**config.mk**
```make
export PLATFORM = sky130hd
export DESIGN_NAME = pwr_state_ctrl
export DESIGN_NICKNAME = d
export VERILOG_FILES = /design/src/rtl/pwr_pkg.sv /design/src/rtl/pwr_wake_detect.sv /design/src/rtl/pwr_settle_timer.sv /design/src/rtl/pwr_state_ctrl.sv
export SDC_FILE = /design/constraint.sdc
export NUM_CORES = 1
export LEC_CHECK = 0
export ABC_AREA = 0
export BUFFER_PORTS_ARGS = -buffer_cell sky130_fd_sc_hd__buf_2
export CAP_MARGIN = 20
export CORE_MARGIN = 1
export CORE_UTILIZATION = 40
export CTS_CLUSTER_SIZE = 24
export DETAILED_ROUTE_END_ITERATION = 6
export GPL_TIMING_DRIVEN = 0
export PLACE_DENSITY = 0.71
export SYNTH_ARGS = -nofsm -noshare
export SYNTH_HDL_FRONTEND = slang
export SYNTH_SLANG_ARGS = --single-unit
export TNS_END_PERCENT = 50
```
**constraint.sdc**
```tcl
create_clock -name clk -period 1.87 [get_ports clk]
set_input_delay 0.374 -clock clk [delete_from_list [all_inputs] [get_ports clk]]
set_output_delay 0.374 -clock clk [all_outputs]
set_load 0.02 [all_outputs]
```
**src/rtl/pwr_pkg.sv**
```systemverilog
package pwr_pkg;
    localparam int unsigned REG_W = 16;

    typedef enum logic [1:0] {
        ST_RUN    = 2'd0,
        ST_HALT   = 2'd1,
        ST_SLEEP  = 2'd2,
        ST_SETTLE = 2'd3
    } pstate_t;

    // control word bit positions (software visible)
    localparam int unsigned B_P2    = 14;
    localparam int unsigned B_P1    = 12;
    localparam int unsigned B_OTG   = 11;
    localparam int unsigned B_HSS   = 9;
    localparam int unsigned B_SPI   = 8;
    localparam int unsigned B_HPI   = 7;
    localparam int unsigned B_GPI   = 4;
    localparam int unsigned B_BOOST = 2;
    localparam int unsigned B_SLEEP = 1;
    localparam int unsigned B_HALT  = 0;

    localparam logic [REG_W-1:0] WAKE_MASK   = 16'h5B90;
    localparam logic [REG_W-1:0] PORT_MASK   = 16'h5000;
    localparam logic [REG_W-1:0] SERIAL_MASK = 16'h0300;
endpackage

```
**src/rtl/pwr_wake_detect.sv**
```systemverilog
module pwr_wake_detect
    import pwr_pkg::*;
#(
    parameter int unsigned GPIO_N = 2
) (
    input  logic              clk,
    input  logic              rst_n,
    input  logic              port1_act,
    input  logic              port2_act,
    input  logic              vbus_ok,
    input  logic              otg_id,
    input  logic              hss_rx,
    input  logic              spi_ss_n,
    input  logic              hpi_rd,
    input  logic [GPIO_N-1:0] gpio_wk,
    output logic [REG_W-1:0]  evt
);
    logic              vbus_q, id_q, rx_q, ss_q;
    logic [GPIO_N-1:0] gpio_q;

    // previous levels, reset to the idle level of each line
    always_ff @(posedge clk or negedge rst_n) begin
        if (!rst_n) begin
            vbus_q <= 1'b0;
            id_q   <= 1'b1;
            rx_q   <= 1'b1;
            ss_q   <= 1'b1;
            gpio_q <= '0;
        end else begin
            vbus_q <= vbus_ok;
            id_q   <= otg_id;
            rx_q   <= hss_rx;
            ss_q   <= spi_ss_n;
            gpio_q <= gpio_wk;
        end
    end

    // event vector aligned with the enable bits of the control word
    always_comb begin
        evt        = '0;
        evt[B_P2]  = port2_act;
        evt[B_P1]  = port1_act;
        evt[B_OTG] = (vbus_ok ^ vbus_q) | (otg_id ^ id_q);
        evt[B_HSS] = hss_rx ^ rx_q;
        evt[B_SPI] = ss_q & ~spi_ss_n;
        evt[B_HPI] = hpi_rd;
        evt[B_GPI] = |(gpio_wk ^ gpio_q);
    end
endmodule

```
**src/rtl/pwr_settle_timer.sv**
```systemverilog
module pwr_settle_timer #(
    parameter int unsigned W = 8
) (
    input  logic         clk,
    input  logic         rst_n,
    input  logic         load,
    input  logic [W-1:0] load_val,
    output logic         done
);
    logic [W-1:0] cnt;

    always_ff @(posedge clk or negedge rst_n) begin
        if (!rst_n)          cnt <= '0;
        else if (load)       cnt <= load_val;
        else if (cnt != '0)  cnt <= cnt - 1'b1;
    end

    assign done = (cnt == '0);
endmodule

```
**src/rtl/pwr_state_ctrl.sv**
```systemverilog
module pwr_state_ctrl
    import pwr_pkg::*;
#(
    parameter int unsigned SETTLE_W = 8,
    parameter int unsigned GPIO_N   = 2
) (
    input  logic                clk,
    input  logic                rst_n,
    input  logic                reg_wr,
    input  logic [15:0]         reg_wdata,
    output logic [15:0]         reg_rdata,
    input  logic                boost_low,
    input  logic [SETTLE_W-1:0] settle_cycles,
    input  logic                port1_act,
    input  logic                port2_act,
    input  logic                vbus_ok,
    input  logic                otg_id,
    input  logic                hss_rx,
    input  logic                spi_ss_n,
    input  logic                hpi_rd,
    input  logic [GPIO_N-1:0]   gpio_wk,
    input  logic                irq_pend,
    output logic                cpu_clk_en,
    output logic                periph_clk_en,
    output logic                pll_pd,
    output logic                boost_pd,
    output logic                pump_pd,
    output logic                xcvr_pd,
    output logic                wake_irq,
    output logic                byte_drop
);
    pstate_t          state, state_nx;
    logic [REG_W-1:0] wake_en;
    logic [REG_W-1:0] evt;
    logic [REG_W-1:0] hit;
    logic             wake_any, settle_done, start_settle;

    pwr_wake_detect #(.GPIO_N(GPIO_N)) u_detect (
        .clk       (clk),
        .rst_n     (rst_n),
        .port1_act (port1_act),
        .port2_act (port2_act),
        .vbus_ok   (vbus_ok),
        .otg_id    (otg_id),
        .hss_rx    (hss_rx),
        .spi_ss_n  (spi_ss_n),
        .hpi_rd    (hpi_rd),
        .gpio_wk   (gpio_wk),
        .evt       (evt)
    );

    assign hit          = evt & wake_en;
    assign wake_any     = |hit;
    assign start_settle = (state == ST_SLEEP) && wake_any;

    pwr_settle_timer #(.W(SETTLE_W)) u_settle (
        .clk      (clk),
        .rst_n    (rst_n),
        .load     (start_settle),
        .load_val (settle_cycles),
        .done     (settle_done)
    );

    // wake-enable storage: updated by every write, in any state
    always_ff @(posedge clk or negedge rst_n) begin
        if (!rst_n)      wake_en <= '0;
        else if (reg_wr) wake_en <= reg_wdata & WAKE_MASK;
    end

    // next-state logic
    always_comb begin
        state_nx = state;
        unique case (state)
            ST_RUN: begin
                if (reg_wr && reg_wdata[B_SLEEP])     state_nx = ST_SLEEP;  // enter_sleep
                else if (reg_wr && reg_wdata[B_HALT]) state_nx = ST_HALT;   // enter_halt
            end
            ST_HALT:   if (irq_pend)    state_nx = ST_RUN;                  // irq_resume
            ST_SLEEP:  if (wake_any)    state_nx = ST_SETTLE;               // wake_hit
            ST_SETTLE: if (settle_done) state_nx = ST_RUN;                  // settle_done
        endcase
    end

    // state register and one-cycle wake pulses
    always_ff @(posedge clk or negedge rst_n) begin
        if (!rst_n) begin
            state     <= ST_RUN;
            wake_irq  <= 1'b0;
            byte_drop <= 1'b0;
        end else begin
            state     <= state_nx;
            wake_irq  <= start_settle && |(hit & ~PORT_MASK);
            byte_drop <= start_settle && |(hit & SERIAL_MASK);
        end
    end

    // outputs decoded from the state
    always_comb begin
        cpu_clk_en    = 1'b0;
        periph_clk_en = 1'b1;
        pll_pd        = 1'b0;
        boost_pd      = 1'b0;
        pump_pd       = 1'b0;
        xcvr_pd       = 1'b0;
        unique case (state)
            ST_RUN:    cpu_clk_en = 1'b1;
            ST_HALT:   cpu_clk_en = 1'b0;
            ST_SLEEP: begin
                periph_clk_en = 1'b0;
                pll_pd        = 1'b1;
                boost_pd      = 1'b1;
                pump_pd       = 1'b1;
                xcvr_pd       = 1'b1;
            end
            ST_SETTLE: periph_clk_en = 1'b0;
        endcase
    end

    always_comb begin
        reg_rdata          = wake_en;
        reg_rdata[B_BOOST] = boost_low;
        reg_rdata[B_SLEEP] = (state == ST_SLEEP) || (state == ST_SETTLE);
        reg_rdata[B_HALT]  = (state == ST_HALT);
    end
endmodule

```
# After elaboration in Yosys (flattened, before gate mapping)

Index checks and enable logic that the tools add are counted.

Flip-flop bits (word level): 25
Logic and storage cells: 53
Input port bits: 38
Output and inout port bits: 24

Add/sub/neg operators: 1
Bitwise gates (word level): 8
Eq/ne operators: 7
Muxes and demuxes: 11
Reductions and logical operators: 16

Operators by type and width:

| cell                  | count |
|---|---|
| $mux W8               | 2 |
| $reduce_or A16 Y1     | 1 |
| $and A15 B15 Y15      | 1 |
| $reduce_or A14 Y1     | 1 |
| $mux W2               | 5 |
| $logic_not A8 Y1      | 1 |
| $pmux W2 S4           | 1 |
| $reduce_bool A8 Y1    | 1 |
| $sub A8 B1 Y8 const B | 1 |
| $reduce_or A2 Y1      | 3 |
| $logic_and A1 B1 Y1   | 5 |
| $eq A2 B2 Y1 const B  | 2 |
| $ne A2 B2 Y1 const B  | 2 |
| $reduce_and A4 Y1     | 1 |
| $mux W1               | 3 |
| $ne A3 B3 Y1 const B  | 1 |
| $xor A1 B1 Y1         | 3 |
| $eq A2 B1 Y1 const B  | 1 |
| $logic_not A2 Y1      | 1 |
| $ne A2 B1 Y1 const B  | 1 |
| $reduce_bool A2 Y1    | 1 |
| $xor A2 B2 Y2         | 1 |
| $and A1 B1 Y1         | 1 |
| $logic_or A1 B1 Y1    | 1 |
| other kinds (2)       | 2 |

# Depth between registers and ports, before layout

Gate-level depths: netlist of run 1.

Word-level depth: 6
Depth in mapped cells: 7
Mapped depth without buffers: 7

# Modules after synthesis

A second synthesis of run 1 with hierarchy kept.

Cells, all modules: 131
Area, all modules: 1,337.5 um2

By module, submodules not included:

| module           | seq. area each (um2) | cells an instance | area each (um2) | times used |
|---|---|---|---|---|
| pwr_state_ctrl   | 275.3                | 50                | 555.5           | 1 |
| pwr_settle_timer | 200.2                | 54                | 476.7           | 1 |
| pwr_wake_detect  | 153.9                | 27                | 305.3           | 1 |

# Least setup slack after synthesis of run 1

Ideal clock, no wire load.

Path kind: flip-flop to flip-flop
From: reg u_detect.rx_q
To: reg u_settle.cnt[0]
Arrival: 1.546 ns
Clock period less this slack: 1.670 ns
Required time: 1.745 ns
Slack: 0.200 ns
Stages on the path, launching flop included: 6
Buffers on the path: 0
Library setup time: 0.125 ns
Cells stage by stage: dfstp_2 xor2_1 a2bb2oi_1 nand4_2 o21ai_4 mux2_2

Word-level cells in the longest chain between the ends: 5
Elaborated cells on any way between the ends: 6
Those cells by class: 1 x mux; 2 x bitwise; 3 x reduce/logical

Ends and longest elaborated chain:

| what                                          | RTL line               | source |
|---|---|---|
| start: declaration                            | pwr_wake_detect.sv:18  | `logic vbus_q, id_q, rx_q, ss_q;` |
| start signal: assignment                      | pwr_wake_detect.sv:32  | `rx_q <= hss_rx;` |
| $xor A1 B1 Y1 (*)                             | pwr_wake_detect.sv:44  | `evt[B_HSS] = hss_rx ^ rx_q;` |
| $and A15 B15 Y15 (*)                          | pwr_state_ctrl.sv:52   | `assign hit = evt & wake_en;` |
| $reduce_or A16 Y1 (*)                         | pwr_state_ctrl.sv:53   | `assign wake_any = \|hit;` |
| $logic_and A1 B1 Y1 (*)                       | pwr_state_ctrl.sv:54   | `assign start_settle = (state == ST_SLEEP) && wake_any;` |
| $mux W8 or $reduce_bool A2 Y1 (tied branches) | --                     |  |
| end signal: assignment                        | pwr_settle_timer.sv:14 | `else if (load) cnt <= load_val;` |
| end signal: assignment                        | pwr_settle_timer.sv:15 | `else if (cnt != '0) cnt <= cnt - 1'b1;` |
| end: declaration                              | pwr_settle_timer.sv:10 | `logic [W-1:0] cnt;` |

Mark *: on every way between the ends. The rest lies on a longest branch, timed or not.
A chain may end at the register's enable or synchronous reset.

# Worst setup path after layout of run 1

From: reg u_settle.cnt[2]
To: reg u_settle.cnt[5]

Word-level cells in the longest chain between the ends: 3
Elaborated cells on any way between the ends: 5
Those cells by class: 1 x add/sub; 2 x mux; 2 x reduce/logical

Ends and longest elaborated chain:

| what          | RTL line |
|---|---|
| $sub A8 B1 Y8 | pwr_settle_timer.sv:15 |
| $mux W8       | pwr_settle_timer.sv:15 |
| $mux W8       | pwr_settle_timer.sv:14 |

Parallel ways exist; a longest one is shown, timed or not. The select of a mux whose other input is x is not followed.

==> run metrics, run 1 <==
status finished, final reports clean; slowest CP cell dfrtp_1; Area Overhead vs Synth 28.91%; Clock Sinks 25; wire length on met1 958 um; DRT Wirelength 2374 um; r2r startpoint u_settle.cnt[2]$_DFFE_PN0P_; CP Launch Point u_settle.cnt[2]$_DFFE_PN0P_; Cell Chain, Critical Path or3_4 > or3_1 > a21o_1 > mux2_4; Data arrival, critical path 1.99 ns; FMAX 0.5661 GHz; final RePlAce weighted congestion 0.7782; WL/cell 11.25 um; number of detailed-route iterations in the first pass 4; Num CTS Buffers 3; # diodes 0; CTS tree yes; Congestion Overflow GR 0; Highest Signal Layer met4; Root Buffer clkbuf_4; slowest stage delay, CP 0.48 ns; die area 0.003433 mm2; Final setup viols 0; Sum Neg Setup Slack 0 ns; Worst Max-Slew Pin Slew 0.5319 ns; layout cell share with drive strength beyond 1 49.70%; placed inst area 0.001585 mm2; Met3 Routed Length 216 um; Fin. Hold Viols 0; IO buf count 46; gr usage total 15.11%; Via density 4.507; critical path required time 2.09 ns; initial antenna violation count 0; delay-heaviest family, CP simple AND/OR/NAND/NOR gates; syn_area_per_cell 11.54 um2; post-route cell area 0.001652 mm2; DRT antenna net count 0; vias in the first global route 895; Worst setup SP type flip-flop; Clock Latency Late Sink 0.33 ns; Via Count 951; largest net degree at the start of global routing 26; fin. max-slew vios 0; CTS Buffer Depth 2; EDFF count, synth 0; Peak VDD IR 0.0006713 V; Die W 58.60 um; synth cell count leaders dfrtp_1, buf_4, nor2_1, mux2_2, mux2_1; CP endpoint kind flip-flop; Reg2Reg Setup Slack 0.10 ns; WL met2 1185 um; clk slew on worst S/H paths 0.14 ns; Max H-tree Level 1; headroom to the max-slew limit 64.54%; first-pass GRT wire length 3843 um; RSZ-0062 raised after global routing no; Yosys top cell area share 42.97%; ys async rst share 100.0%; part of the cycle the worst path needs 94.46%; net count reported at finish 208; synthesized flop and latch total 25; MaxCap Viol Count 0; count leader, synth dfrtp_1; setup slack at placement -0.1097 ns; Leak 0.0008235 uW; register area share after synthesis 49.12%; hold buffers post-CTS 0; Core Region 0.003053 mm2; synthesized cell area 0.001281 mm2; site row count 20; DRT iter0 DRCs 9; Hold Slack 0.004056 ns; Overall Power 2164 uW; clk_skew 0.01167 ns; critical path type flip-flop to flip-flop; num ports 62; PwrDens 1310 mW/mm2; fin worst setup slack 0.1036 ns; CP Max Fanout 5; Synth cell types 35; leading area contributor after synthesis dfrtp_1; Crit Reg-Reg Endpoint u_settle.cnt[5]$_DFFE_PN0P_; drt drc 0; Syn. warnings 0; cell depth of the worst flop-to-flop path 4; Buf/Inv on CP 0; top cells by area, synth dfrtp_1, mux2_2, dfstp_2, mux2_1, buf_4; die height 58.60 um; Min-Delay Path Class input port to async pin; Initial Util 41.97%; Synth Flop Type dfrtp_1; Post-DP HPWL 1866 um; final critical-path required period 1.766 ns; Mapped Cells 111
## layer usage
metal	up-vias	track usage (%)
met3	3	6.593
met4	0	3.061
met2	42	27.42
li1	470	-
met1	436	16.36
met5	-	0
## layout make-up
| cell class | instances | area, um2 |
|---|---|---|
| well taps | 44 | 55.05 |
| inverters | 5 | 18.77 |
| repair buffers | 47 | 250.2 |
| flip-flops and latches | 25 | 629.4 |
| fillers | 302 | 1401 |
| plain buffers | 14 | 92.59 |
| clock buffers | 3 | 22.52 |
| multi-input cells | 72 | 575.6 |
| clock inverters | 1 | 7.507 |
## state kept, by name (all words and copies together), names as in the netlist
register and cells:
u_settle.cnt 8, u_detect.ss_q 1, wake_irq 1, wake_en 7, state 2, byte_drop 1
u_detect.rx_q 1, u_detect.gpio_q 2, u_detect.id_q 1, u_detect.vbus_q 1
## kinds of logic after synthesis
logic type	Yosys count	synth area share (%)
other	1	0.2927
flip-flops	25	49.12
buffers and inverters	19	8.593
adder cells (fa/ha/maj)	2	1.953
multiplexers	16	14.36
XOR/XNOR	9	6.153
AND/OR/NAND/NOR	27	12.30
AO/OA/AOI/OAI	12	7.227
## placed cells by master (no fill, tap or decap), types with 2 or more instances in the layout
master / Yosys / routed
buf_2: 1 / 47
dfrtp_1: 22 / 22
buf_4: 10 / 10
nor2_1: 9 / 9
mux2_2: 8 / 8
mux2_1: 7 / 7
xor2_1: 6 / 6
conb_1: 1 / 6
inv_1: 4 / 4
nand2_1: 4 / 4
nor3_1: 4 / 4
xnor2_1: 3 / 3
clkbuf_4: 0 / 3
dfstp_2: 3 / 3
clkbuf_1: 3 / 2
o21ai_1: 2 / 2
and2_1: 2 / 2
a21oi_1: 2 / 2
a21o_1: 2 / 2
ha_1: 2 / 2
## report_power, final
| group | total (uW) | leakage (uW) | internal, uW | switching [uW] |
|---|---|---|---|---|
| clock network | 244 | 0.0000139 | 81.9 | 162 |
| logic | 1080 | 0.000521 | 553 | 526 |
| registers | 841 | 0.000289 | 694 | 146 |
| total | 2160 | 0.000824 | 1330 | 835 |
## repair_timing
| item | in CTS | in global routing |
|---|---|---|
| gates cloned | 0 | 0 |
| pin swaps | 1 | 0 |
| setup endpoints to repair | 8 | 12 |
| setup buffers | 1 | 0 |
| gates resized for setup | 0 | 4 |
## worst max-delay path by stage
stage                                        to  cells past startpoint  slack [ns]
floorplan           u_settle.cnt[0]$_DFFE_PN0P_                      5        0.20
global placement    u_settle.cnt[0]$_DFFE_PN0P_                      6       -0.04
detailed placement  u_settle.cnt[2]$_DFFE_PN0P_                      6       -0.11
CTS                 u_settle.cnt[2]$_DFFE_PN0P_                      6        0.02
global route        u_settle.cnt[7]$_DFFE_PN0P_                      5        0.02
finish              u_settle.cnt[5]$_DFFE_PN0P_                      4        0.10
## through the flow
step	utilization [%]	std cells
4_1_cts	53.57	211
6_report	54.10	211
3_3_place_gp	51.93	206
2_1_floorplan	-	116
5_1_grt	54.10	211
3_5_place_dp	51.93	206
Note: power is estimated with default switching activity, not from simulation.
==> inputs of run 2 (changes only) <==
--- a/config.mk
+++ b/config.mk
@@ -9,11 +9,11 @@
 export BUFFER_PORTS_ARGS = -buffer_cell sky130_fd_sc_hd__buf_2
 export CAP_MARGIN = 20
 export CORE_MARGIN = 1
-export CORE_UTILIZATION = 40
+export CORE_UTILIZATION = 45
 export CTS_CLUSTER_SIZE = 24
 export DETAILED_ROUTE_END_ITERATION = 6
 export GPL_TIMING_DRIVEN = 0
-export PLACE_DENSITY = 0.71
+export PLACE_DENSITY = 0.78
 export SYNTH_ARGS = -nofsm -noshare
 export SYNTH_HDL_FRONTEND = slang
 export SYNTH_SLANG_ARGS = --single-unit
==> run metrics, run 2 (synthesis gave the netlist of run 1 again) <==
final critical-path required period 1.792 ns (+0.02553 ns); Max H-tree Level 1 (unchanged); Congestion Overflow GR 0 (unchanged); headroom to the max-slew limit 63.68% (-0.86 points); Area Overhead vs Synth 26.76%; CTS Buffer Depth 2 (unchanged); Root Buffer clkbuf_4; Peak VDD IR 0.0008284 V (+23%); status finished, final reports clean; Overall Power 2154 uW (-0.45%); number of detailed-route iterations in the first pass 4 (unchanged); die height 55.36 um (-5.5%); drt drc 0 (unchanged); Worst setup SP type flip-flop; # diodes 0 (unchanged); gr usage total 16.63% (+1.5 points); RSZ-0062 raised after global routing no; post-route cell area 0.001624 mm2 (-1.7%); most frequent cells in the layout buf_2, dfrtp_1, buf_4; die area 0.003065 mm2 (-11%); DRT antenna net count 0 (unchanged); grt met2 use 31.50% (+4.1 points); part of the cycle the worst path needs 95.82% (+1.4 points); vias in the first global route 988 (+10%); first-pass GRT wire length 4091 um (+6.5%); MaxCap Viol Count 0 (unchanged); clk slew on worst S/H paths 0.13 ns (about the same); Sum Neg Setup Slack 0 ns (unchanged); final RePlAce weighted congestion 0.7474 (-4.0%); GRT met3 Usage 3.279% (-3.3 points); critical path required time 2.07 ns (-0.02 ns); Final setup viols 0 (unchanged); max reg flops 8 (unchanged); Via Count 965 (+1.5%); FMAX 0.5581 GHz (-1.4%); Largest regs u_settle.cnt: 8 flops, wake_en: 7 flops; Layout fillers 244 (-19%); site row count 18 (-10%); Worst Max-Slew Pin Slew 0.5448 ns (+0.01295 ns); CP Max Fanout 9 (+4); Largest Register u_settle.cnt; layout cell share with drive strength beyond 1 48.50% (-1.2 points); Fin. Hold Viols 0 (unchanged); Via density 4.898 (+8.7%); DRT Wirelength 2373 um (about the same); Die W 55.36 um (-5.5%); CTS tree yes; WL/cell 12.05 um (+7.1%); hold buffers post-CTS 0 (unchanged); largest net degree at the start of global routing 26 (unchanged); fin. max-slew vios 0 (unchanged); DRT iter0 DRCs 17 (+8); CP endpoint kind flip-flop; clk_skew 0.006507 ns (-0.005167 ns); critical path type flip-flop to flip-flop; grt met1 use 18.83% (+2.5 points); Num CTS Buffers 3 (unchanged); Clock Sinks 25 (unchanged); GR peak layer met2; Min-Delay Path Class input port to async pin; num ports 62 (unchanged); placed inst area 0.001568 mm2 (-1.1%); IO buf count 46 (unchanged); Data arrival, critical path 1.99 ns (about the same); Final Util 62.71% (+8.6 points); Post-DP HPWL 1930 um (+3.5%); Leak 0.0008239 uW (about the same); Clock Latency Late Sink 0.31 ns (-0.02 ns); initial antenna violation count 0 (unchanged); Initial Util 49.47% (+7.5 points); net count reported at finish 208 (unchanged); PwrDens 1327 mW/mm2 (+1.2%); Core Region 0.002590 mm2 (-15%); commonest non-fill, non-tap cell in the layout buf_2
[run 2: changes by cell type in the layout (fill, tap and decap cells not counted), sizes merged]
cell,delta
clkbuf,+1
clkinvlp,-1
[run 2: final cells by class]
type,instances,area (um2),area share [%]
Timing Repair Buffer,47,250.2,15.41
Multi-Input combinational cell,72,569.3,35.05
Sequential cell,25,629.4,38.75
Tap cell,30,37.54,2.311
Clock buffer,4,26.28,1.618
Buffer,14,92.59,5.701
Inverter,5,18.77,1.156
[run 2: path summary, 6_finish.rpt]
path / start / to / slack [ns] / cells after the start
hold / removal: rst_n / u_settle.cnt[7]$_DFFE_PN0P_ / 0.03 / 1
max in group asynchronous: rst_n / u_detect.id_q$_DFF_PN1_ / 1.46 / 1
setup / recovery: u_detect.rx_q$_DFF_PN1_ / u_settle.cnt[4]$_DFFE_PN0P_ / 0.08 / 6
min in group clk: hss_rx / u_detect.rx_q$_DFF_PN1_ / 0.16 / 1
setup reg to reg: u_detect.rx_q$_DFF_PN1_ / u_settle.cnt[4]$_DFFE_PN0P_ / 0.08 / 6
hold reg to reg: wake_en[4]$_DFFE_PN0P_ / wake_en[4]$_DFFE_PN0P_ / 0.52 / 1
[run 2: worst max-delay path, stage by stage, from the launching register on]
cell       delay, ns
dfstp_2         0.55
xor2_1          0.06
a2bb2oi_1       0.25
nand4_2         0.17
o21ai_4         0.18
buf_12          0.14
mux2_2          0.33
[run 2: power by group]
part,leakage [uW],internal (uW),total [uW],switching (uW)
clock network,0.0000150,83.1,230,147
logic,0.000520,553,1080,531
registers,0.000289,694,840,146
total,0.000824,1330,2150,824
[run 2: metal layers]
| layer | routed length [um] | vias up |
|---|---|---|
| met1 | 998 | 453 |
| met4 | 9 | 0 |
| met2 | 1214 | 39 |
| met3 | 150 | 2 |
| met5 | 0 | - |
| li1 | - | 471 |
[run 2: what timing repair did]
| action | CTS | global route |
|---|---|---|
| endpoints found under the setup margin | 7 | 8 |
| gates resized for setup | 0 | 3 |
| buffers inserted | 1 | 0 |
| gates cloned | 0 | 0 |
| pin swaps | 1 | 0 |
[run 2: per-stage QoR]
| step | hold WS, ns | worst slack, ns | cells |
|---|---|---|---|
| after floorplan | 0.07841 | 0.1996 | 116 |
| after global placement | 0.3823 | -0.03934 | 192 |
| after detailed placement | 0.3913 | -0.05617 | 192 |
| after CTS | 0.04193 | 0.02526 | 197 |
| after global routing | 0.06190 | 0.002616 | 197 |
| final | 0.02849 | 0.07809 | 197 |
